**src/rtl/dmaq_pkg.sv**
```systemverilog
package dmaq_pkg;
  localparam int SEL_W = 4;

  typedef enum logic [1:0] {
    SRC_NONE   = 2'd0,
    SRC_EXT    = 2'd1,
    SRC_AUTO   = 2'd2,
    SRC_PERIPH = 2'd3
  } src_e;

  localparam logic [SEL_W-1:0] CODE_EXT_DUAL   = 4'b0000;
  localparam logic [SEL_W-1:0] CODE_EXT_TO_DEV = 4'b0010;
  localparam logic [SEL_W-1:0] CODE_EXT_TO_MEM = 4'b0011;
  localparam logic [SEL_W-1:0] CODE_AUTO       = 4'b0100;
  localparam logic [SEL_W-1:0] CODE_PERIPH     = 4'b1000;
endpackage

```
**src/rtl/dmaq_sel_decode.sv**
```systemverilog
module dmaq_sel_decode
  import dmaq_pkg::*;
(
  input  logic [SEL_W-1:0] sel,
  output src_e             src,
  output logic             dual,
  output logic             dir_to_mem,
  output logic             illegal
);
  always_comb begin
    src        = SRC_NONE;
    dual       = 1'b0;
    dir_to_mem = 1'b0;
    illegal    = 1'b0;
    unique case (sel)
      CODE_EXT_DUAL:   begin src = SRC_EXT;    dual = 1'b1; end
      CODE_EXT_TO_DEV: begin src = SRC_EXT; end
      CODE_EXT_TO_MEM: begin src = SRC_EXT;    dir_to_mem = 1'b1; end
      CODE_AUTO:       begin src = SRC_AUTO;   dual = 1'b1; end
      CODE_PERIPH:     begin src = SRC_PERIPH; dual = 1'b1; end
      default:         illegal = 1'b1;
    endcase
  end
endmodule

```
**src/rtl/dmaq_gate.sv**
```systemverilog
module dmaq_gate (
  input  logic chan_en,
  input  logic master_en,
  input  logic end_flag,
  input  logic end_mask,
  input  logic addr_err,
  input  logic nmi_flag,
  input  logic edge_mode,
  output logic ok_strict,
  output logic ok_ext
);
  logic base_ok;

  always_comb begin
    base_ok   = chan_en & master_en & ~addr_err & ~nmi_flag;
    ok_strict = base_ok & ~end_flag;
    // level detection may run past the end flag when masked
    ok_ext    = edge_mode ? ok_strict : (base_ok & (end_mask | ~end_flag));
  end
endmodule

```
**src/rtl/dmaq_ext_sampler.sv**
```systemverilog
module dmaq_ext_sampler #(
  parameter int STAGES = 2
) (
  input  logic clk,
  input  logic rst_n,
  input  logic pin_n,
  output logic low_level,
  output logic fall
);
  logic [STAGES-1:0] chain;
  logic              last_q;

  always_ff @(posedge clk) begin
    if (!rst_n) chain[0] <= 1'b1;
    else        chain[0] <= pin_n;
  end

  for (genvar g = 1; g < STAGES; g++) begin : g_sync
    always_ff @(posedge clk) begin
      if (!rst_n) chain[g] <= 1'b1;
      else        chain[g] <= chain[g-1];
    end
  end

  always_ff @(posedge clk) begin
    if (!rst_n) last_q <= 1'b1;
    else        last_q <= chain[STAGES-1];
  end

  assign low_level = ~chain[STAGES-1];
  assign fall      = last_q & ~chain[STAGES-1];


  one_pulse_chk: assert property (@(posedge clk) disable iff (!rst_n)
    fall |=> !fall);
endmodule

```
**src/rtl/dma_req_qual.sv**
```systemverilog
module dma_req_qual
  import dmaq_pkg::*;
#(
  parameter int SYNC_STAGES = 2
) (
  input  logic             clk,
  input  logic             rst_n,
  input  logic [SEL_W-1:0] req_sel,
  input  logic             chan_en,
  input  logic             master_en,
  input  logic             end_flag,
  input  logic             end_mask,
  input  logic             addr_err,
  input  logic             nmi_flag,
  input  logic             edge_mode,
  input  logic             ext_req_n,
  input  logic             periph_req,
  input  logic             xfer_done,
  output logic             req_valid,
  output logic             dual_addr,
  output logic             single_dir,
  output logic             cfg_illegal
);
  src_e src;
  logic ok_strict, ok_ext;
  logic ext_low, ext_fall;
  logic armed_q;
  logic fire_auto, fire_ext, fire_per, fire;

  dmaq_sel_decode u_dec (
    .sel(req_sel), .src(src), .dual(dual_addr),
    .dir_to_mem(single_dir), .illegal(cfg_illegal)
  );

  dmaq_gate u_gate (
    .chan_en(chan_en), .master_en(master_en), .end_flag(end_flag),
    .end_mask(end_mask), .addr_err(addr_err), .nmi_flag(nmi_flag),
    .edge_mode(edge_mode), .ok_strict(ok_strict), .ok_ext(ok_ext)
  );

  dmaq_ext_sampler #(.STAGES(SYNC_STAGES)) u_samp (
    .clk(clk), .rst_n(rst_n), .pin_n(ext_req_n),
    .low_level(ext_low), .fall(ext_fall)
  );

  always_comb begin
    fire_auto = (src == SRC_AUTO) & ok_strict & armed_q;
    fire_per  = (src == SRC_PERIPH) & ok_strict & periph_req;
    // an edge seen while gated is dropped, never held over
    fire_ext  = (src == SRC_EXT) & ok_ext & (edge_mode ? ext_fall : ext_low);
    fire      = fire_auto | fire_per | fire_ext;
  end

  always_ff @(posedge clk) begin
    if (!rst_n)         armed_q <= 1'b1;
    else if (fire_auto) armed_q <= 1'b0;
    else if (xfer_done) armed_q <= 1'b1;
  end

  always_ff @(posedge clk) begin
    if (!rst_n) req_valid <= 1'b0;
    else        req_valid <= fire;
  end


  illegal_quiet_chk: assert property (@(posedge clk) disable iff (!rst_n)
    $past(cfg_illegal) |-> !req_valid);


  base_gate_chk: assert property (@(posedge clk) disable iff (!rst_n)
    req_valid |-> $past(chan_en && master_en && !addr_err && !nmi_flag));


  edge_end_chk: assert property (@(posedge clk) disable iff (!rst_n)
    (req_valid && $past(src == SRC_EXT && edge_mode)) |-> !$past(end_flag));


  auto_single_chk: assert property (@(posedge clk) disable iff (!rst_n)
    (req_valid && $past(src == SRC_AUTO) && $past(src == SRC_AUTO, 2))
      |-> !$past(req_valid));
endmodule

```
**config.mk**
```make
export PLATFORM = sky130hd
export DESIGN_NAME = dma_req_qual
export DESIGN_NICKNAME = d
export VERILOG_FILES = /design/src/rtl/dmaq_pkg.sv /design/src/rtl/dmaq_sel_decode.sv /design/src/rtl/dmaq_gate.sv /design/src/rtl/dmaq_ext_sampler.sv /design/src/rtl/dma_req_qual.sv
export SDC_FILE = /design/constraint.sdc
export NUM_CORES = 1
export LEC_CHECK = 0
export ABC_AREA = 1
export BUFFER_PORTS_ARGS = -buffer_cell sky130_fd_sc_hd__buf_2
export CAP_MARGIN = 40
export CORE_AREA = 4 4 41 43
export DETAILED_ROUTE_END_ITERATION = 8
export DIE_AREA = 0 0 45 47
export PLACE_DENSITY = 0.54
export SLEW_MARGIN = 30
export SYNTH_ARGS = -nofsm -noshare
export SYNTH_HDL_FRONTEND = slang
export SYNTH_SLANG_ARGS = --single-unit
```
**constraint.sdc**
```tcl
create_clock -name clk -period 2.1 [get_ports clk]
set_input_delay 0.105 -clock clk [delete_from_list [all_inputs] [get_ports clk]]
set_output_delay 0.105 -clock clk [all_outputs]
set_load 0.1 [all_outputs]
```
## Word-level counts from Yosys, hierarchy flattened

Index checks and enable logic that the tools add are counted.

- Add/subtract/negate cells: 0
- Multiply operators: 0
- Divide/modulo/power cells: 0
- $lt $le $gt $ge: 0
- Equal/unequal tests: 7
- Shifts and indexed selects: 0
- Multiplexer cells: 8
- Bitwise operators: 19
- Reduce and logical (&&, ||, !) cells: 5

Operators by type and width:

| cell | count |
|---|---|
| $and 1x1->1 | 12 |
| $eq 4x2->1 const B | 2 |
| $mux 1 | 7 |
| $pmux 2 s3 | 1 |
| $reduce_or 3->1 | 2 |
| $reduce_or 5->1 | 1 |
| $eq 2x2->1 const B | 2 |
| $eq 4x3->1 const B | 1 |
| $eq 4x4->1 const B | 1 |
| $logic_not 4->1 | 1 |
| $not 1->1 | 4 |
| $or 1x1->1 | 3 |
| $eq 2x1->1 const B | 1 |
| $reduce_bool 2->1 | 1 |

- Register bits after elaboration: 5
- Latch bits: 0
- RAM bits: 0
- ROM bits: 0
- Output and inout bits: 4
- Memories kept: 0

## Depth between registers and ports, before layout

Gate-level depths: netlist of run 1.

- Word-level depth: 8
- Mapped depth: 8
- Depth with buffers taken out: 8

## Hierarchy

A second synthesis of run 1 with hierarchy kept.

- Cells, all modules: 55
- Area, all modules: 300.3 µm²

By module, submodules not included:

| module | instances | cells each | area an instance (µm²) | seq. area each (µm²) |
|---|---|---|---|---|
| dma_req_qual | 1 | 21 | 113.9 | 40.0 |
| dmaq_ext_sampler | 1 | 11 | 92.6 | 60.1 |
| dmaq_sel_decode | 1 | 14 | 58.8 | 0.0 |
| dmaq_gate | 1 | 9 | 35.0 | 0.0 |

## Worst setup path before layout of run 1

Ideal clock, no wire load.

- Path kind: input -> output
- Start point: in req_sel[3]
- End point: out single_dir
- Data arrival time: 3064 ps
- Required time: 1995 ps
- Setup slack: -1069 ps
- Stages on the path: 1
- Cells stage by stage: nor4_1

- Word-level cells in the longest chain between the ends: 2

Ends and longest elaborated chain:

| item | RTL line | text |
|---|---|---|
| start: declaration | dma_req_qual.sv:8 | `input logic [SEL_W-1:0] req_sel,` |
| $eq 4x2->1 | dmaq_sel_decode.sv:15 | `unique case (sel)` |
| $mux 1 | dmaq_sel_decode.sv:15 |  |
| end: declaration | dma_req_qual.sv:21 | `output logic single_dir,` |

No other way between the ends.

## Worst setup path after layout of run 1

- Start point: in req_sel[2]
- End point: out cfg_illegal

- Word-level cells in the longest chain between the ends: 3

Ends and longest elaborated chain:

| item | RTL line | text |
|---|---|---|
| $eq 4x2->1 (tied with other cells) | dmaq_sel_decode.sv:15 |  |
| $reduce_or 5->1 (no line) (*) | n/a |  |
| $mux 1 (*) | dmaq_sel_decode.sv:15 |  |
| end: declaration | dma_req_qual.sv:22 | `output logic cfg_illegal` |

Every way passes the cells marked *; elsewhere a longest branch is shown, timed or not.

==> results of run 1 <==
cell type report:
| cell class | instances | share of cell area |
|---|---|---|
| Timing Repair Buffer | 19 | 0.222 |
| Sequential cell | 5 | 0.233 |
| Tap cell | 15 | 0.0437 |
| Clock buffer | 4 | 0.0612 |
| Inverter | 15 | 0.131 |
| Multi-Input combinational cell | 30 | 0.309 |
worst max-delay path: stages:
cell and delay, ps:
buf_2 120, inv_1 50, o21ai_0 200, o21ai_0 100
inv_1 50, buf_2 410
power by group through the flow:
stage / Clock, W / Sequential, W / Combinational [W]
after floorplan: 0 / 0.000100 / 0.0000383
after global placement: 0 / 0.0000998 / 0.0000599
after detailed placement: 0 / 0.0000999 / 0.0000602
after CTS: 0.000112 / 0.0000983 / 0.0000604
after global routing: 0.000122 / 0.0000982 / 0.0000661
final: 0.000107 / 0.0000983 / 0.0000597
metal layers:
metal,track usage,wire length (um)
met1,0.0706,266
met2,0.110,269
met3,0.0613,80
met4,0.0175,0
met5,0,0
stage by stage:
stage                     hold slack [ps]  cell area, um^2  instances  power [W]  worst slack (ps)
final                                42.1              429         88   0.000265               958
after global routing                 63.6              429         88   0.000287               838
after CTS                            39.6              429         88   0.000271               946
after detailed placement              279              403         84   0.000160               945
after global placement                273              403         84   0.000160               964
after floorplan                       174              289         50   0.000138               142
cell usage in the layout (no fill, tap or decap), drive strengths merged:
master	instances
nand3	3
dfxtp	5
nor2	7
nand2	15
buf	19
a21oi	1
o21ai	3
nor4	1
clkbuf	4
inv	15
cells by family after synthesis:
logic type             after synthesis
buffers and inverters               15
AOI/OAI and AO/OA                    4
DFF                                  5
and+or+nand+nor                     26
sequential cells by signal, summed over array words and instances (netlist names):
name and flops:
req_valid 1, u_samp.last_q 1, u_samp.chain 2, armed_q 1
final timing paths:
check | from | to | slack, ps | cells past startpoint
worst min-delay path | ext_req_n | u_samp.chain[0] | 40 | 3
worst min register to register | u_samp.chain[0] | u_samp.chain[1] | 400 | 2
worst max-delay path | req_sel[2] | cfg_illegal | 960 | 6
worst max register to register | armed_q | armed_q | 1310 | 5
==> Implementation_results.wiki, run 1 <==
{| class="wikitable"
! Metric !! Value
|-
| Run status || complete, no violations
|-
| Final net count || 90
|-
| Largest net degree at the start of global routing || 6
|-
| Post-synthesis cell area || 283 um^2
|-
| Power density relative to cell area || 618 nW/um^2
|-
| Max capacitance violation total || 0
|-
| Switch Pwr || 0.0000779 W
|-
| Sequential element share of the synthesized area || 0.354
|-
| Clock tree root driver cell || clkbuf_4
|-
| Number of hold violations in the final report || 0
|-
| Synth Area per Inst || 5.66 um^2
|-
| Final Wtd Congestion || 0.704
|-
| Post-synthesis mux area share || 0
|-
| Number of standard-cell rows in the floorplan || 13
|-
| Post-synthesis share of cell area spent on full adders, half adders and majority gates || 0
|-
| Via density || 3.74
|-
| Bufs on Longest Clock Path || 2
|-
| Cell count after synthesis || 50
|-
| Count of routing violations after the opening detailed-route iteration || 9
|-
| Aggregate global-route resource usage || 0.0704
|-
| Relative contribution of combinational cells to total power || 0.225
|-
| WP data required || 2000 ps
|-
| Startpoint-to-endpoint class of the critical path || input pin to output port
|-
| Number of nets with antenna violations after routing || 0
|-
| HP Class || input pin to register
|-
| Most area-consuming cells after synthesis || dfxtp_1 (35%), inv_1 (20%), nand2_1 (20%), nor2_1 (8.0%), nand3_1 (5.3%)
|-
| Clk network pwr share || 0.405
|-
| Number of failing setup endpoints in the final timing report || 0
|-
| Chip width || 45 um
|-
| Headroom to the max-slew limit || 0.677
|-
| Cts-stage hold buffer count || 0
|-
| Max Slew Vio Count || 0
|-
| Number of flip-flops and latches in the synthesized netlist || 5
|-
| H-tree lvl count || 1
|-
| Worst skew pair latency || 240 ps
|-
| Number of flops mapped to enable cells by yosys || 0
|-
| Fraction of final layout cells with drive strength greater than 1 || 0.329
|-
| Total gr overflow || 0
|-
| Resize count post-CTS || 0
|-
| Sum of net half-perimeters after detailed placement || 535 um
|-
| Fraction of post-synthesis cell area in the top cell type by area || 0.354
|-
| Area growth from synthesis to final layout || 51.8%
|-
| Min cycle time layout || 1140 ps
|-
| Critical Path AT || 1040 ps
|-
| Clock transition time at the flip-flop clock pins of the worst setup and hold paths || 40 ps
|-
| Top-level I/O count || 20
|-
| Async set-reset flop share out of synthesis || 0
|-
| Pre-Repair DR Iteration Count || 4
|-
| Area of the core || 1300 um^2
|-
| Vias in the first global route || 304
|-
| Layout Skew || 1.89 ps
|-
| Filler cells || 156
|-
| Xor-xnor portion of the synthesized cell area || 0
|-
| CTS sink count || 5
|-
| Initial antenna violation count || 0
|-
| Compound-Gate Fraction of Synth Area || 0.0708
|-
| Total wirelength of the detailed-routed design || 616 um
|-
| Clock tree from TritonCTS || done
|-
| Multi-input logic area || 133 um^2
|-
| Int Pwr || 0.000188 W
|-
| Crit path capture type || output port
|-
| Unrepaired setup endpoints after global routing || no
|-
| Maximum fanout along the worst path || 4
|-
| Most frequent cells after synthesis || inv_1 (15), nand2_1 (15), nor2_1 (6)
|-
| Slew at the pin closest to its max-slew limit || 489 ps
|-
| Number of distinct library cell variants in the gate-level netlist after synthesis || 9
|-
| Yosys top cell by area || dfxtp_1
|-
| Area of all sequential standard cells || 100 um^2
|-
| First-pass GRT wire length || 1040 um
|-
| Part of the total power dissipated in sequential elements || 0.370
|-
| Max frequency || 876 MHz
|-
| Detailed-route DRC error count || 0
|-
| Primary FF master, synth || dfxtp_1
|-
| ANT cells || 0
|-
| Switch share || 0.293
|-
| Largest family of logic cells by synthesized area || simple AND/OR/NAND/NOR gates
|-
| Final-layout setup total negative slack || 0 ps
|-
| Chip Height || 47 um
|-
| Area share of and/or/nand/nor cells after synthesis || 0.376
|-
| Overall via count from detail_route || 329
|-
| Warning count from the yosys run || 0
|-
| Post-Synthesis Net Count || 66
|-
| Post-detailed-route wirelength per cell || 7.00 um
|-
| Total Die Area || 2120 um^2
|-
| Leakage dissipation || 0.280 nW
|-
| Initial cell density of the core || 0.217
|-
| Number of buffers added by the clock tree synthesis step || 3
|-
| Number of buffers inserted by port buffering || 19
|-
| Peak VDD IR || 425 uV
|-
| Kind of launch point of the worst setup path || input pin
|-
| Fin util || 0.330
|-
| Share of the cycle needed by the critical path after routing || 0.544
|-
| Post-CTS Setup Repair Bufs || 0
|}
No activity file was read; power rests on OpenSTA's default activity.
==> run 2, diff against run 1 <==
==> constraint.sdc (replaced) <==
create_clock -name clk -period 1.1 [get_ports clk]
set_input_delay 0.055 -clock clk [delete_from_list [all_inputs] [get_ports clk]]
set_output_delay 0.055 -clock clk [all_outputs]
set_load 0.1 [all_outputs]
==> run 2 against run 1 <==
  * Via count increased by 3.3%
  * Sequential share of layout area down 3.6 points
  * Cell count rose by 1.1%
  * Critical endpoint unchanged
  * Combinational power up 140%
==> Implementation_results.wiki, run 2 (synthesis results as in run 1) <==
{| class="wikitable"
! Metric !! Value
|-
| Run status || complete, no violations
|-
| Chip Height || 47 um
|-
| Maximum fanout along the worst path || 3
|-
| Area of all sequential standard cells || 100 um^2
|-
| Min cycle time layout || 943 ps
|-
| Final net count || 91
|-
| WP data required || 1040 ps
|-
| Number of hold violations in the final report || 0
|-
| Headroom to the max-slew limit || 0.829
|-
| Bufs on Longest Clock Path || 2
|-
| Clock tree root driver cell || clkbuf_4
|-
| Leakage dissipation || 0.302 nW
|-
| Filler cells || 154
|-
| Total wirelength of the detailed-routed design || 639 um
|-
| Total Die Area || 2120 um^2
|-
| Initial cell density of the core || 0.217
|-
| Max capacitance violation total || 0
|-
| Post-CTS Setup Repair Bufs || 0
|-
| Slew at the pin closest to its max-slew limit || 254 ps
|-
| Register bank with the most flops || u_samp.chain
|-
| Share of the cycle needed by the critical path after routing || 0.858
|-
| Post-detailed-route wirelength per cell || 7.18 um
|-
| Placed cell areas || 472 um^2
|-
| Vias in the first global route || 318
|-
| First-pass GRT wire length || 1150 um
|-
| Total gr overflow || 0
|-
| Cells on Worst Hold Path || 2
|-
| Kind of launch point of the worst setup path || input pin
|-
| Fraction of final layout cells with drive strength greater than 1 || 0.324
|-
| Sum of net half-perimeters after detailed placement || 550 um
|-
| Area of the core || 1300 um^2
|-
| Detailed-route DRC error count || 0
|-
| Via density || 3.82
|-
| Startpoint-to-endpoint class of the critical path || input pin to output port
|-
| Multi-input logic area || 141 um^2
|-
| Finished layout cell area || 508 um^2
|-
| Critical Path AT || 890 ps
|-
| Chip width || 45 um
|-
| ANT cells || 0
|-
| Worst setup slack before clock tree synthesis || 117 ps
|-
| Clock transition time at the flip-flop clock pins of the worst setup and hold paths || 40 ps
|-
| Number of failing setup endpoints in the final timing report || 0
|-
| Commonest cells after routing, fill and taps aside || inv_1 (15), nand2_1 (15), buf_2 (15)
|-
| Unrepaired setup endpoints after global routing || no
|-
| Initial antenna violation count || 0
|-
| FF-to-FF setup slack || 310 ps
|-
| Crit path capture type || output port
|-
| Overall via count from detail_route || 340
|-
| Number of standard-cell rows in the floorplan || 13
|-
| Peak VDD IR || 577 uV
|-
| Number of nets with antenna violations after routing || 0
|-
| Count of routing violations after the opening detailed-route iteration || 4
|-
| Max Slew Vio Count || 0
|-
| Worst skew pair latency || 240 ps
|-
| Aggregate global-route resource usage || 0.0759
|-
| Fin util || 0.390
|-
| Max frequency || 1060 MHz
|-
| HP Class || input pin to register
|-
| Layout Skew || 0.115 ps
|-
| Top-level I/O count || 20
|-
| Area growth from synthesis to final layout || 79.6%
|-
| Number of buffers added by the clock tree synthesis step || 3
|-
| Clock tree from TritonCTS || done
|-
| Power density relative to cell area || 1060 nW/um^2
|-
| Pre-Repair DR Iteration Count || 2
|-
| Largest net degree at the start of global routing || 6
|-
| Final Wtd Congestion || 0.633
|-
| Final-layout setup total negative slack || 0 ps
|-
| CTS sink count || 5
|-
| Number of cells on the worst reg-to-reg path || 5
|-
| Tightest hold margin || 25.9 ps
|-
| Final worst setup slack || 157 ps
|-
| Max FFs per register || 2
|-
| H-tree lvl count || 1
|-
| Number of buffers inserted by port buffering || 19
|}
run 2: critical path, stage by stage:
cell and delay, ps:
buf_2 100, inv_1 120, nand2_1 100, inv_1 50, o21ai_0 100, o21ai_1 130, inv_1 70, buf_12 160
run 2: through the flow:
step	std cells	total power, W
after floorplan	50	0.000266
after global placement	84	0.000332
after detailed placement	84	0.000332
after CTS	89	0.000555
after global routing	89	0.000578
final	89	0.000539
run 2: layout make-up:
class	instances	share of cell area
Tap cell	15	0.0369
Clock buffer	4	0.0517
Multi-Input combinational cell	30	0.278
Timing Repair Buffer	20	0.325
Sequential cell	5	0.197
Inverter	15	0.111
run 2: worst paths after layout:
check                                      from               to
worst max-delay path                 req_sel[1]      cfg_illegal
worst max register to register          armed_q          armed_q
worst min register to register  u_samp.chain[0]  u_samp.chain[1]
worst min-delay path                      rst_n  u_samp.chain[1]
run 2: where the power goes:
part,switching (W),internal [W],total [W]
combinational,0.0000866,0.0000571,0.000144
clock,0.0000713,0.000137,0.000208
sequential,0.00000116,0.000187,0.000188
run 2: routing by layer:
layer / track usage / share of wire / vias up
met5: 0 / 0 / -
met4: 0.0526 / 0 / 0
met3: 0.0345 / 0.092 / 0
met2: 0.116 / 0.46 / 11
met1: 0.0843 / 0.45 / 136
li1: - / - / 193
run 2: what timing repair did:
item,CTS,global route
endpoints found under the setup margin,0,1
hold endpoints to repair,1,0
resized for setup,0,1
hold buffers,1,0
